## src/rtl/ctl_pkg.sv

```systemverilog
package ctl_pkg;

    localparam int WORD_W  = 16;
    localparam int SEL_BIT = 12;

    typedef enum logic {
        CHAIN_HIZ   = 1'b0,
        CHAIN_DRIVE = 1'b1
    } chain_mode_e;

    typedef struct packed {
        logic frame;
        logic oe;
    } chain_out_t;

endpackage

```

## src/rtl/ctl_clkdiv.sv

```systemverilog
module ctl_clkdiv (
    input  logic clk,
    input  logic rst,
    output logic sclk_o,
    output logic sample_en_o
);
    logic sclk_q;

    always_ff @(posedge clk) begin
        if (rst) sclk_q <= 1'b1;
        else     sclk_q <= ~sclk_q;
    end

    assign sclk_o      = sclk_q;
    assign sample_en_o = ~sclk_q & ~rst;
endmodule

```

## src/rtl/ctl_shifter.sv

```systemverilog
module ctl_shifter #(
    parameter int W = ctl_pkg::WORD_W
) (
    input  logic         clk,
    input  logic         rst,
    input  logic         sample_en,
    input  logic         frame_i,
    input  logic         sdata_i,
    output logic [W-1:0] cmd_o
);
    localparam int CNT_W = $clog2(W);
    localparam logic [CNT_W-1:0] LAST = CNT_W'(W - 1);

    logic [W-1:0]     shreg_q;
    logic [CNT_W-1:0] cnt_q;
    logic [W-1:0]     cmd_q;
    logic [W-1:0]     next_sh;

    assign next_sh = {shreg_q[W-2:0], sdata_i};

    always_ff @(posedge clk) begin
        if (rst) begin
            shreg_q <= '0;
            cnt_q   <= '0;
            cmd_q   <= '0;
        end else if (sample_en) begin
            if (!frame_i) begin
                cnt_q <= '0;
            end else begin
                shreg_q <= next_sh;
                if (cnt_q == LAST) begin
                    cnt_q <= '0;
                    cmd_q <= next_sh;
                end else begin
                    cnt_q <= cnt_q + 1'b1;
                end
            end
        end
    end

    assign cmd_o = cmd_q;
endmodule

```

## src/rtl/ctl_chain.sv

```systemverilog
module ctl_chain (
    input  logic                 frame_i,
    input  logic                 chain_mode_i,
    output ctl_pkg::chain_out_t  out_o
);
    ctl_pkg::chain_mode_e mode;

    always_comb begin
        mode = ctl_pkg::chain_mode_e'(chain_mode_i);
        if (mode == ctl_pkg::CHAIN_DRIVE) begin
            out_o.frame = frame_i;
            out_o.oe    = 1'b1;
        end else begin
            out_o.frame = 1'b0;
            out_o.oe    = 1'b0;
        end
    end
endmodule

```

## src/rtl/ctl_serial_rx.sv

```systemverilog
module ctl_serial_rx #(
    parameter int W   = ctl_pkg::WORD_W,
    parameter int SEL = ctl_pkg::SEL_BIT
) (
    input  logic         clk,
    input  logic         rst,
    output logic         sclk_o,
    input  logic         frame_i,
    input  logic         sdata_i,
    input  logic         chain_mode_i,
    output logic         frame_o,
    output logic         frame_oe_o,
    output logic [W-1:0] cmd_o,
    output logic         aux_sel_o
);
    logic                sample_en;
    ctl_pkg::chain_out_t chain;

    ctl_clkdiv u_div (
        .clk         (clk),
        .rst         (rst),
        .sclk_o      (sclk_o),
        .sample_en_o (sample_en)
    );

    ctl_shifter #(.W(W)) u_shift (
        .clk       (clk),
        .rst       (rst),
        .sample_en (sample_en),
        .frame_i   (frame_i),
        .sdata_i   (sdata_i),
        .cmd_o     (cmd_o)
    );

    ctl_chain u_chain (
        .frame_i      (frame_i),
        .chain_mode_i (chain_mode_i),
        .out_o        (chain)
    );

    assign frame_o    = chain.frame;
    assign frame_oe_o = chain.oe;
    assign aux_sel_o  = cmd_o[SEL];
endmodule

```

## config.mk

```make
export PLATFORM = sky130hd
export DESIGN_NAME = ctl_serial_rx
export DESIGN_NICKNAME = d
export VERILOG_FILES = /design/src/rtl/ctl_pkg.sv /design/src/rtl/ctl_clkdiv.sv /design/src/rtl/ctl_shifter.sv /design/src/rtl/ctl_chain.sv /design/src/rtl/ctl_serial_rx.sv
export SDC_FILE = /design/constraint.sdc
export NUM_CORES = 1
export LEC_CHECK = 0
export BUFFER_PORTS_ARGS = -buffer_cell sky130_fd_sc_hd__clkbuf_2
export CAP_MARGIN = 10
export CORE_MARGIN = 4
export CORE_UTILIZATION = 40
export DETAILED_ROUTE_END_ITERATION = 10
export PLACE_DENSITY = 0.71
export SETUP_SLACK_MARGIN = 0.02
export SKIP_CTS_REPAIR_TIMING = 1
export SLEW_MARGIN = 10
export SYNTH_ARGS = -nofsm -noshare
export SYNTH_HDL_FRONTEND = slang
export SYNTH_SLANG_ARGS = --single-unit
```

## constraint.sdc

```tcl
create_clock -name clk -period 1.65 [get_ports clk]
set_input_delay 0 -clock clk [delete_from_list [all_inputs] [get_ports clk]]
set_output_delay 0 -clock clk [all_outputs]
set_load 0.01 [all_outputs]
```

**Yosys cells after proc, flatten, opt, wreduce, memory -nomap -nowiden**

Cells that the tools add are included.

- Input port bits: 5
- Register bits after elaboration: 36
- Logic and storage cells: 14

- Eq/ne operators: 1
- Multiplexer cells: 3
- Add/subtract/negate cells: 1
- Bitwise logic cells: 3
- Reduce and logical (&&, ||, !) cells: 2

Operators with widths:

| kind | count |
|---|---|
| $mux 4 | 2 |
| $add 4x1->4 const B | 1 |
| $eq 4x4->1 const B | 1 |
| $reduce_and 3->1 | 1 |
| $mux 2 | 1 |
| $not 1->1 | 2 |
| $reduce_and 2->1 | 1 |
| $and 1x1->1 | 1 |

**Depth between registers and ports, before layout**

Gate-level depths: netlist of run 1.

- Depth after elaboration: 3
- Mapped depth: 5
- Gate-level depth less buffers: 4

**By module**

From an unflattened synthesis of run 1, not the netlist that was laid out.

- Cell total of the unflattened synthesis: 163
- Area total of the unflattened synthesis: 1,510.2 um2

Modules (own cells, without submodules):

| module | sequential area each (um2) | times used | area an instance (um2) | cells an instance |
|---|---|---|---|---|
| ctl_shifter | 700.7 | 1 | 1,458.9 | 157 |
| ctl_clkdiv | 20.0 | 1 | 30.0 | 3 |
| ctl_chain | 0.0 | 1 | 13.8 | 2 |
| ctl_serial_rx | 0.0 | 1 | 7.5 | 1 |

**Least setup slack after synthesis of run 1**

OpenSTA, ideal clock, no wires.

- Path kind: register to register
- From: reg u_shift.cnt_q[0]
- To: reg u_shift.cmd_q[10], in the netlist u_shift.cmd_o[10]
- Clock period less this slack: 1,269 ps
- Data arrival time: 1,143 ps
- Stages on the path, launching flop included: 6
- Slack: 381 ps
- Cell sequence: dfxtp_1 ha_1 nand3b_1 buf_4 o211ai_1 o21ai_0

- Word-level cells in the longest chain between the ends: 2

Ends and longest elaborated chain:

| what | RTL line | RTL |
|---|---|---|
| from (decl) | ctl_shifter.sv:15 | `logic [CNT_W-1:0] cnt_q;` |
| from (signal assigned) | ctl_shifter.sv:35 | `cnt_q <= cnt_q + 1'b1;` |
| $eq 4x4->1 | ctl_shifter.sv:31 | `if (cnt_q == LAST) begin` |
| $reduce_and 3->1 (no source line) | n/a |  |
| to (signal assigned) | ctl_shifter.sv:33 | `cmd_q <= next_sh;` |
| to (decl) | ctl_shifter.sv:16 | `logic [W-1:0] cmd_q;` |

No other way between the ends.
A chain may end at the register's enable or synchronous reset.

**Worst setup path after layout of run 1**

- From: reg u_shift.cnt_q[0]
- To: reg u_shift.cmd_q[0], in the netlist u_shift.cmd_o[0]

The elaborated chain is that of the path after synthesis.

==> results of run 1 <==
-- layout make-up --
type / instances / area share [%]
flip-flops and latches: 36 / 45.9
multi-input cells: 100 / 35.0
repair buffers: 30 / 10.8
clock buffers: 7 / 4.14
well taps: 44 / 3.50
inverters: 3 / 0.717
-- sequential cells by signal, summed over array words and instances, names as in the netlist --
name / cells
u_shift.cmd_o: 16
u_shift.shreg_q: 15
u_shift.cnt_q: 4
u_div.sclk_o: 1
-- critical path: stages (launching register included) --
cell and delay (ps):
dfxtp_1 400, ha_1 250, and3b_1 230, nand2_2 170, a31o_2 290
-- placed cells by master (no fill, tap or decap) --
cell type       n
a21oi_1         2
a22o_1          1
a22oi_1         1
a31o_2          1
and2_1          1
and3_1          1
and3b_1         2
and4b_1         1
buf_4           4
clkbuf_2       24
clkbuf_4        5
clkbuf_8        2
dfxtp_1        36
dlygate4sd3_1   2
ha_1            1
inv_1           3
nand2_1        35
nand2_2         1
nand3_1         1
nand3b_1        1
nor2b_1         2
nor3b_4         1
o211ai_1       16
o21ai_0        32
-- cell usage after synthesis --
library cell	number	share of area [%]
nand2_1	35	9.8
a31o_2	1	0.65
and4b_1	1	0.74
and2_1	1	0.47
and3_1	1	0.47
inv_1	3	0.84
nor3b_4	1	1.4
a22o_1	1	0.65
nand3b_1	1	0.56
ha_1	1	0.93
buf_2	3	1.1
buf_4	4	2.2
nand2_2	1	0.47
o211ai_1	16	8.9
nand3_1	1	0.37
o21ai_0	32	12
and3b_1	2	1.3
nor2b_1	2	0.93
clkbuf_2	2	0.74
a22oi_1	1	0.56
dfxtp_1	36	54
clkbuf_1	2	0.56
a21oi_1	2	0.74
-- logic make-up after synthesis --
| kind of cell | after synthesis |
|---|---|
| adders and majority gates | 1 |
| and+or+nand+nor | 46 |
| DFF | 36 |
| buffers and inverters | 14 |
| AOI/OAI and AO/OA | 53 |
-- worst paths after layout --
check	slack, ps	cells after the start	end	from
setup / recovery	210	4	u_shift.cmd_o[0]	u_shift.cnt_q[0]
hold / removal	120	4	u_shift.cnt_q[2]	frame_i
setup reg to reg	210	4	u_shift.cmd_o[0]	u_shift.cnt_q[0]
hold reg to reg	460	2	u_shift.shreg_q[13]	u_shift.shreg_q[12]
-- report_power, final --
part / internal [uW] / total, uW / switching, uW
Combinational: 20.7 / 52.6 / 31.9
Sequential: 874 / 879 / 5.93
Clock: 242 / 515 / 273
-- per-stage QoR --
| step | std cells | util (%) | hold WS (ps) | power, uW | cell area (um^2) |
|---|---|---|---|---|---|
| floorplan | 150 | - | 69.1 | 931 | 1340 |
| global placement | 211 | 47.5 | 200 | 947 | 1490 |
| detailed placement | 211 | 47.5 | 201 | 949 | 1490 |
| CTS | 218 | 49.6 | -107 | 1470 | 1550 |
| global route | 220 | 50.2 | 146 | 1520 | 1570 |
| finish | 220 | 50.2 | 119 | 1450 | 1570 |
-- per-layer routing --
layer | GRT usage [%] | wire length, um | vias up
met3 | 5.61 | 201 | 6
met4 | 6.85 | 61 | 0
met1 | 17.8 | 1210 | 499
met5 | 0 | 0 | -
met2 | 22.0 | 1220 | 30
li1 | - | - | 576
==> out/metrics.cfg, run 1 <==
[floorplanning]
die_height_um=66.0
start_util_pct=43.0
die_w_um=66.0
ios=25
rows=20
core_area_mm2=0.00313
dieArea_mm2=0.00435

[sta]
worst_pin_slew_ps=503
fin_ws_ps=211
drv_slew=0
rsz0062_at_grt=no
fin_skew_ps=4.91
setup_tns_ps=0
fin_crit_ps=1440
fin_crit_sh_pct=87.2
hold_viol=0
max_freq_mhz=695
setup_viol=0
slew_headroom_pct=66.4

[critical_path]
worstPathMaxFanout=16
start_kind=flop
worstPathArrival_ps=1680
end_kind=flop
path_class=flop to flop
worstPathRequired_ps=1890

[final_layout]
multi_input_area_um2=549
nets=182
fill_cells=319
n_antenna_cell=0
drive_gt1_share_pct=21.6
final-seq-area_um2=721
area_growth_pct=16.9

[placement]
place.gp.congestion=0.717
hpwl_um=1910
pre_cts_ws_ps=244
port_buffers=24

[detailed_routing]
avgViaCountPerCell=5.05
drtPass1Iterations=4
drt_iter0_drc=47
drtAntennaViolNets=0
vias=1111
post-route-drc-count=0
drt_wl_total_um=2690
wl_per_cell_um=12.2

[synth]
ys_seq_area_share_pct=53.6
synth_top_family_by_area=compound AO/OA/AOI/OAI gates
synth-adder-area-share_pct=0.931
yosys_warnings=0
muxShareOfSynthArea_pct=0
ys_types=23
synth_compound_area_share_pct=23.5
synth_xor_area_share_pct=0
ys_ff_latch=36
syn-cell-area_mm2=0.00134
syn_nets=156
avgSynthCellArea_um2=8.96
synthSimpleGateAreaFrac_pct=16.5
synthCells=150

[clock_tree]
clkTransAtPathRegs_ps=100
cts_max_level=2
clockBufferDepth=2
root_buffer=clkbuf_4
cts_tree=done
clkLatencyLatePin_ps=330
cts_sinks=36
cts-buffers-inserted=5

[grt]
overflow=0
grt_start_max_net_pins=32
grt_pass1_wl_um=4740
grtUsageTotal_pct=14.5
grt_pass1_vias=1031
antenna_found_initial=0

[worst_hold_path]
hold_class=primary input to flop

[run]
maxCapViolCount=0

[status]
outcome=completed

[power]
ir_drop_v=0.000557
p_leak_uw=0.000614
power.density_mw_per_mm2=921

No activity file was read; power rests on OpenSTA's default activity.
==> run 2: changes to the inputs <==
- PLACE_DENSITY: 0.71 -> 0.7
- SYNTH_HIERARCHICAL: unset -> 1
==> out/metrics.cfg, run 2 <==
[status]
outcome=completed  ; unchanged

[run]
maxCapViolCount=0  ; unchanged

[placement]
hpwl_um=1720  ; was 1910 um
dpl_cell_area_mm2=0.00164  ; was 0.00149 mm^2
place.gp.congestion=0.791  ; was 0.717
port_buffers=24  ; unchanged
dp.cells=227  ; was 211

[critical_path]
worstPathArrival_ps=1680  ; about the same
start_kind=flop  ; unchanged
path_class=flop to flop  ; unchanged
cp_slowest_stage_delay_ps=400  ; about the same
worstPathRequired_ps=1860  ; was 1890 ps
path_delay_family=simple AND/OR/NAND/NOR gates  ; was flip-flops
end_kind=flop  ; unchanged
worstPathMaxFanout=16  ; unchanged
critPathBufInv=0  ; unchanged
critPathSlowestCell=dfxtp_1  ; unchanged
crit_path_cell_trace=ha_1 > nand3_2 > nor2_8 > mux2i_1  ; was ha_1 > and3b_1 > nand2_2 > a31o_2

[worst_hold_path]
hold_class=primary input to flop  ; unchanged

[sta]
fin_crit_ps=1470  ; was 1440 ps
drv_slew=0  ; unchanged
fin_skew_ps=4.60  ; was 4.91 ps
setup_viol=0  ; unchanged
hold_viol=0  ; unchanged
max_freq_mhz=679  ; was 695 MHz
rsz0062_at_grt=no  ; unchanged
setup_tns_ps=0  ; unchanged
fin_crit_sh_pct=89.3  ; was 87.2%
slew_headroom_pct=73.0  ; was 66.4%
worst_pin_slew_ps=405  ; was 503 ps

[detailed_routing]
avgViaCountPerCell=4.60  ; was 5.05
drt_iter0_drc=63  ; was 47
drtPass1Iterations=4  ; unchanged
drtAntennaViolNets=0  ; unchanged
post-route-drc-count=0  ; unchanged
vias=1086  ; was 1111
drt_wl_total_um=2620  ; was 2690 um
wl_per_cell_um=11.1  ; was 12.2 um

[synth]
synthCells=163  ; was 150
ys_ff_latch=36  ; unchanged
avgSynthCellArea_um2=9.27  ; was 8.96 um^2
yosysMostFrequentCell=dfxtp_1  ; unchanged
ys_top_cells_by_count=dfxtp_1 (36), nand2b_1 (35), nand2_1 (32), a21oi_1 (19), mux2i_1 (16)  ; was dfxtp_1 (36), nand2_1 (35), o21ai_0 (32), o211ai_1 (16), buf_4 (4)
yosys_warnings=6  ; was 0
netlist_top_cells_area=dfxtp_1 (48%), nand2b_1 (14%), mux2i_1 (11%), nand2_1 (8.0%), a21oi_1 (6.3%)  ; was dfxtp_1 (54%), o21ai_0 (12%), nand2_1 (9.8%), o211ai_1 (8.9%), buf_4 (2.2%)
synth-edff-count=0  ; unchanged
synth_ff_type=dfxtp_1  ; unchanged
asyncSetResetFlopFracSynth_pct=0  ; unchanged
syn_nets=169  ; was 156
syn-cell-area_mm2=0.00151  ; was 0.00134 mm^2
yosysTopAreaCell=dfxtp_1  ; unchanged
ys_types=21  ; was 23
ys_seq_area_share_pct=47.7  ; was 53.6%
yosysTopAreaCellShare_pct=47.7  ; was 53.6%

[final_layout]
drive_gt1_share_pct=19.7  ; was 21.6%
final_common_cell=dfxtp_1  ; unchanged
design_area_mm2=0.00175  ; was 0.00157 mm^2
largest_reg_flops=16  ; unchanged
n_antenna_cell=0  ; unchanged
layoutNonFillerInstCount=236  ; was 220
nets=193  ; was 182
utilization_pct=47.9  ; was 50.2%
area_growth_pct=16.2  ; was 16.9%
final_cell_mix=dfxtp_1 (36), nand2b_1 (35), nand2_1 (32)  ; was dfxtp_1 (36), nand2_1 (35), o21ai_0 (32)

[grt]
grt_pass1_vias=1096  ; was 1031
antenna_found_initial=0  ; unchanged
overflow=0  ; unchanged
grt_util_met3_pct=4.78  ; was 5.61%
grt_pass1_wl_um=4770  ; was 4740 um
use_met2_pct=19.8  ; was 22.0%
busiest_layer=met2  ; unchanged
grtUsageTotal_pct=12.1  ; was 14.5%
grt_start_max_net_pins=53  ; was 32
grtUsageMet1_pct=13.9  ; was 17.8%

[floorplanning]
die_w_um=69.4  ; was 66.0 um
ios=25  ; unchanged
start_util_pct=41.3  ; was 43.0%
rows=22  ; was 20
die_height_um=69.4  ; was 66.0 um
dieArea_mm2=0.00482  ; was 0.00435 mm^2
core_area_mm2=0.00366  ; was 0.00313 mm^2

[clock_tree]
cts_sinks=36  ; unchanged
cts_tree=done  ; unchanged
cts_max_level=2  ; unchanged
clkLatencyLatePin_ps=280  ; was 330 ps
clkTransAtPathRegs_ps=70  ; was 100 ps
root_buffer=clkbuf_8  ; was clkbuf_4
cts-buffers-inserted=5  ; unchanged
clockBufferDepth=2  ; unchanged

[power]
ir_drop_v=0.000474  ; was 0.000557 V
p_leak_uw=0.000637  ; was 0.000614 uW
fin_total_pwr_uw=1680  ; was 1450 uW
power.density_mw_per_mm2=960  ; was 921 mW/mm^2

run 2: cell count changes after synthesis, sizes merged, moves of 3 or more:
cell | previous run | this run
nand2b | 0 | 35
mux2i | 0 | 16
nand2 | 36 | 32
o211ai | 16 | 0
a21oi | 2 | 19
inv | 3 | 0
o21ai | 32 | 1
run 2: tightest hold or removal path, stage by stage:
cell and delay, ps:
clkbuf_2 130, nand3_1 90, a21oi_1 60
run 2: cell families after synthesis:
family,after synthesis,synth area share [%]
muxes,16,10.6
DFF,36,47.7
adders and majority gates,1,0.828
buffers and inverters,12,5.55
and+or+nand+nor,74,26.3
AOI/OAI and AO/OA,24,8.95
run 2: metal layers:
metal | up-vias | part of all wire [%]
met5 | - | 0
met4 | 0 | 0.99
met3 | 4 | 5.5
met2 | 23 | 43
met1 | 477 | 50
li1 | 582 | -
run 2: final timing paths:
path,startpoint,end,slack (ps),cells after the start
max reg2reg,u_shift/cnt_q[0],u_shift/cmd_o[10],180,4
min reg2reg,u_div/sclk_o,u_div/sclk_o,420,1
min,frame_i,u_shift/cnt_q[1],50,3
max,u_shift/cnt_q[0],u_shift/cmd_o[10],180,4
run 2: cell type report:
type,count,area (um^2)
Tap cell,48,60.1
Sequential cell,36,721
Timing Repair Buffer,29,160
Fill cell,359,1910
Clock inverter,2,35.0
Multi-Input combinational cell,115,706
Clock buffer,6,72.6
run 2: through the flow:
| step | hold WS, ps | setup WS (ps) |
|---|---|---|
| detailed placement | 202 | 157 |
| CTS | -55.2 | 143 |
| floorplan | 91.8 | 326 |
| global placement | 199 | 235 |
| global route | 76.0 | 29.7 |
| finish | 53.1 | 176 |
run 2: power by group:
group          total, uW  switching (uW)  internal [uW]
Clock                742             294            448
Sequential           876            3.36            872
Combinational       66.9            36.6           30.4
==> run 3: changes to the inputs <==
- CELL_PAD_IN_SITES_DETAIL_PLACEMENT: unset -> 1
- CELL_PAD_IN_SITES_GLOBAL_PLACEMENT: unset -> 1
- CORE_MARGIN: 4 -> 2
- PLACE_DENSITY: 0.7 -> 0.85
==> out/metrics.cfg, run 3 (synthesis gave the netlist of run 2 again) <==
[detailed_routing]
drt_wl_total_um=3300  ; was 2620 um
drtAntennaViolNets=0  ; unchanged
avgViaCountPerCell=4.86  ; was 4.60
post-route-drc-count=0  ; unchanged
drt_iter0_drc=47  ; was 63
vias=1171  ; was 1086
wl_per_cell_um=13.7  ; was 11.1 um
drtPass1Iterations=4  ; unchanged

[grt]
grt_start_max_net_pins=53  ; unchanged
grtUsageTotal_pct=16.7  ; was 12.1%
grt_pass1_vias=1159  ; was 1096
grt_pass1_wl_um=5260  ; was 4770 um
overflow=0  ; unchanged
antenna_found_initial=0  ; unchanged

[critical_path]
reg2reg_slack_ps=170  ; was 180 ps
worstReg2RegStart=u_shift/cnt_q[0]  ; unchanged
end_kind=flop  ; unchanged
worstPathMaxFanout=5  ; was 16
path_delay_family=flip-flops  ; was simple AND/OR/NAND/NOR gates
worstPathRequired_ps=1870  ; was 1860 ps
worstPathArrival_ps=1700  ; was 1680 ps
path_class=flop to flop  ; unchanged
start_kind=flop  ; unchanged
critPathBufInv=1  ; was 0
critPathSlowestCell=dfxtp_1  ; unchanged
cp_slowest_stage_delay_ps=400  ; about the same
ff2ff_path_depth=5  ; was 4
crit_path_cell_trace=ha_1 > nand3_2 > nor2_8 > buf_4 > mux2i_1  ; was ha_1 > nand3_2 > nor2_8 > mux2i_1
reg2reg_to=u_shift/cmd_o[7]  ; was u_shift/cmd_o[10]

[final_layout]
n_antenna_cell=0  ; unchanged
largest_reg_flops=16  ; unchanged
drive_gt1_share_pct=22.3  ; was 19.7%
design_area_mm2=0.00179  ; was 0.00175 mm^2
final_cell_mix=dfxtp_1 (36), nand2b_1 (35), nand2_1 (32)  ; unchanged
final_common_cell=dfxtp_1  ; unchanged
area_growth_pct=18.5  ; was 16.2%
nets=198  ; was 193

[worst_hold_path]
hold_class=primary input to flop  ; unchanged
worst_hold_path.endpoint=u_shift/cnt_q[1]  ; unchanged
min_path_cells=3  ; unchanged
worstHoldStart=frame_i  ; unchanged

[sta]
max_freq_mhz=678  ; was 679 MHz
setup_viol=0  ; unchanged
rsz0062_at_grt=no  ; unchanged
fin_crit_sh_pct=89.4  ; was 89.3%
setup_tns_ps=0  ; unchanged
slew_headroom_pct=74.6  ; was 73.0%
hold_viol=0  ; unchanged
fin_crit_ps=1480  ; was 1470 ps
worst_pin_slew_ps=381  ; was 405 ps
drv_slew=0  ; unchanged
fin_skew_ps=5.02  ; was 4.60 ps

[floorplanning]
ios=25  ; unchanged
die_w_um=65.4  ; was 69.4 um
die_height_um=65.4  ; was 69.4 um
rows=22  ; unchanged
core_area_mm2=0.00363  ; was 0.00366 mm^2
dieArea_mm2=0.00428  ; was 0.00482 mm^2
start_util_pct=41.6  ; was 41.3%

[clock_tree]
cts_sinks=36  ; unchanged
clkTransAtPathRegs_ps=70  ; about the same
clockBufferDepth=2  ; unchanged
cts_max_level=2  ; unchanged
clkLatencyLatePin_ps=290  ; was 280 ps
cts-buffers-inserted=5  ; unchanged
root_buffer=clkbuf_8  ; unchanged
cts_tree=done  ; unchanged

[run]
maxCapViolCount=0  ; unchanged

[status]
outcome=completed  ; unchanged

[power]
p_leak_uw=0.000663  ; was 0.000637 uW
ir_drop_v=0.000437  ; was 0.000474 V
fin_total_pwr_uw=1600  ; was 1680 uW
power.density_mw_per_mm2=892  ; was 960 mW/mm^2

[placement]
port_buffers=24  ; unchanged
place.gp.congestion=0.724  ; was 0.791
dpl_cell_area_mm2=0.00164  ; about the same
hpwl_um=2250  ; was 1720 um

-- run 3: area by class of cell --
type / count / area (um^2)
Tap cell: 48 / 60.1
Multi-Input combinational cell: 115 / 706
Clock inverter: 2 / 10.0
Fill cell: 442 / 1840
Clock buffer: 6 / 82.6
Sequential cell: 36 / 721
Timing Repair Buffer: 34 / 210
-- run 3: tightest hold or removal path: cells and delay by family --
family / cells / cell delay (ps)
and+or+nand+nor: 1 / 100
AOI/OAI and AO/OA: 1 / 60
buffers and inverters: 1 / 140
-- run 3: layer usage --
metal  track usage [%]  vias up  routed length [um]
met1              18.5      547                1360
met5                 0        -                   0
met3              5.82        7                 152
met2              27.7       25                1700
li1                  -      592                   -
met4              9.38        0                  87
-- run 3: per-stage QoR --
| step | util [%] | setup WS [ps] | hold WS (ps) | instances |
|---|---|---|---|---|
| floorplan | - | 326 | 91.8 | 163 |
| global placement | 45.2 | 244 | 200 | 228 |
| detailed placement | 45.2 | 114 | 205 | 228 |
| CTS | 47.8 | 90.4 | -44.2 | 236 |
| global route | 49.2 | 77.8 | 64.2 | 241 |
| finish | 49.2 | 174 | 44.8 | 241 |
-- run 3: how the worst max path moves through the flow --
| stage | startpoint | to | slack, ps | cells after the start |
|---|---|---|---|---|
| floorplan | u_shift/cnt_q[0] | u_shift/cmd_o[10] | 330 | 5 |
| global placement | u_shift/cnt_q[0] | u_shift/cmd_o[10] | 240 | 4 |
| detailed placement | u_shift/cnt_q[0] | u_shift/cmd_o[5] | 110 | 4 |
| CTS | u_shift/cnt_q[0] | u_shift/cmd_o[5] | 90 | 4 |
| global route | u_shift/cnt_q[0] | u_shift/cmd_o[2] | 80 | 5 |
| finish | u_shift/cnt_q[0] | u_shift/cmd_o[7] | 170 | 5 |
-- run 3: where the power goes --
group          leakage (uW)  total [uW]  internal, uW  switching (uW)
registers          0.000290         875           872            3.41
logic              0.000322        69.4          31.4            38.0
clock network     0.0000510         651           333             318
total              0.000663        1600          1240             359
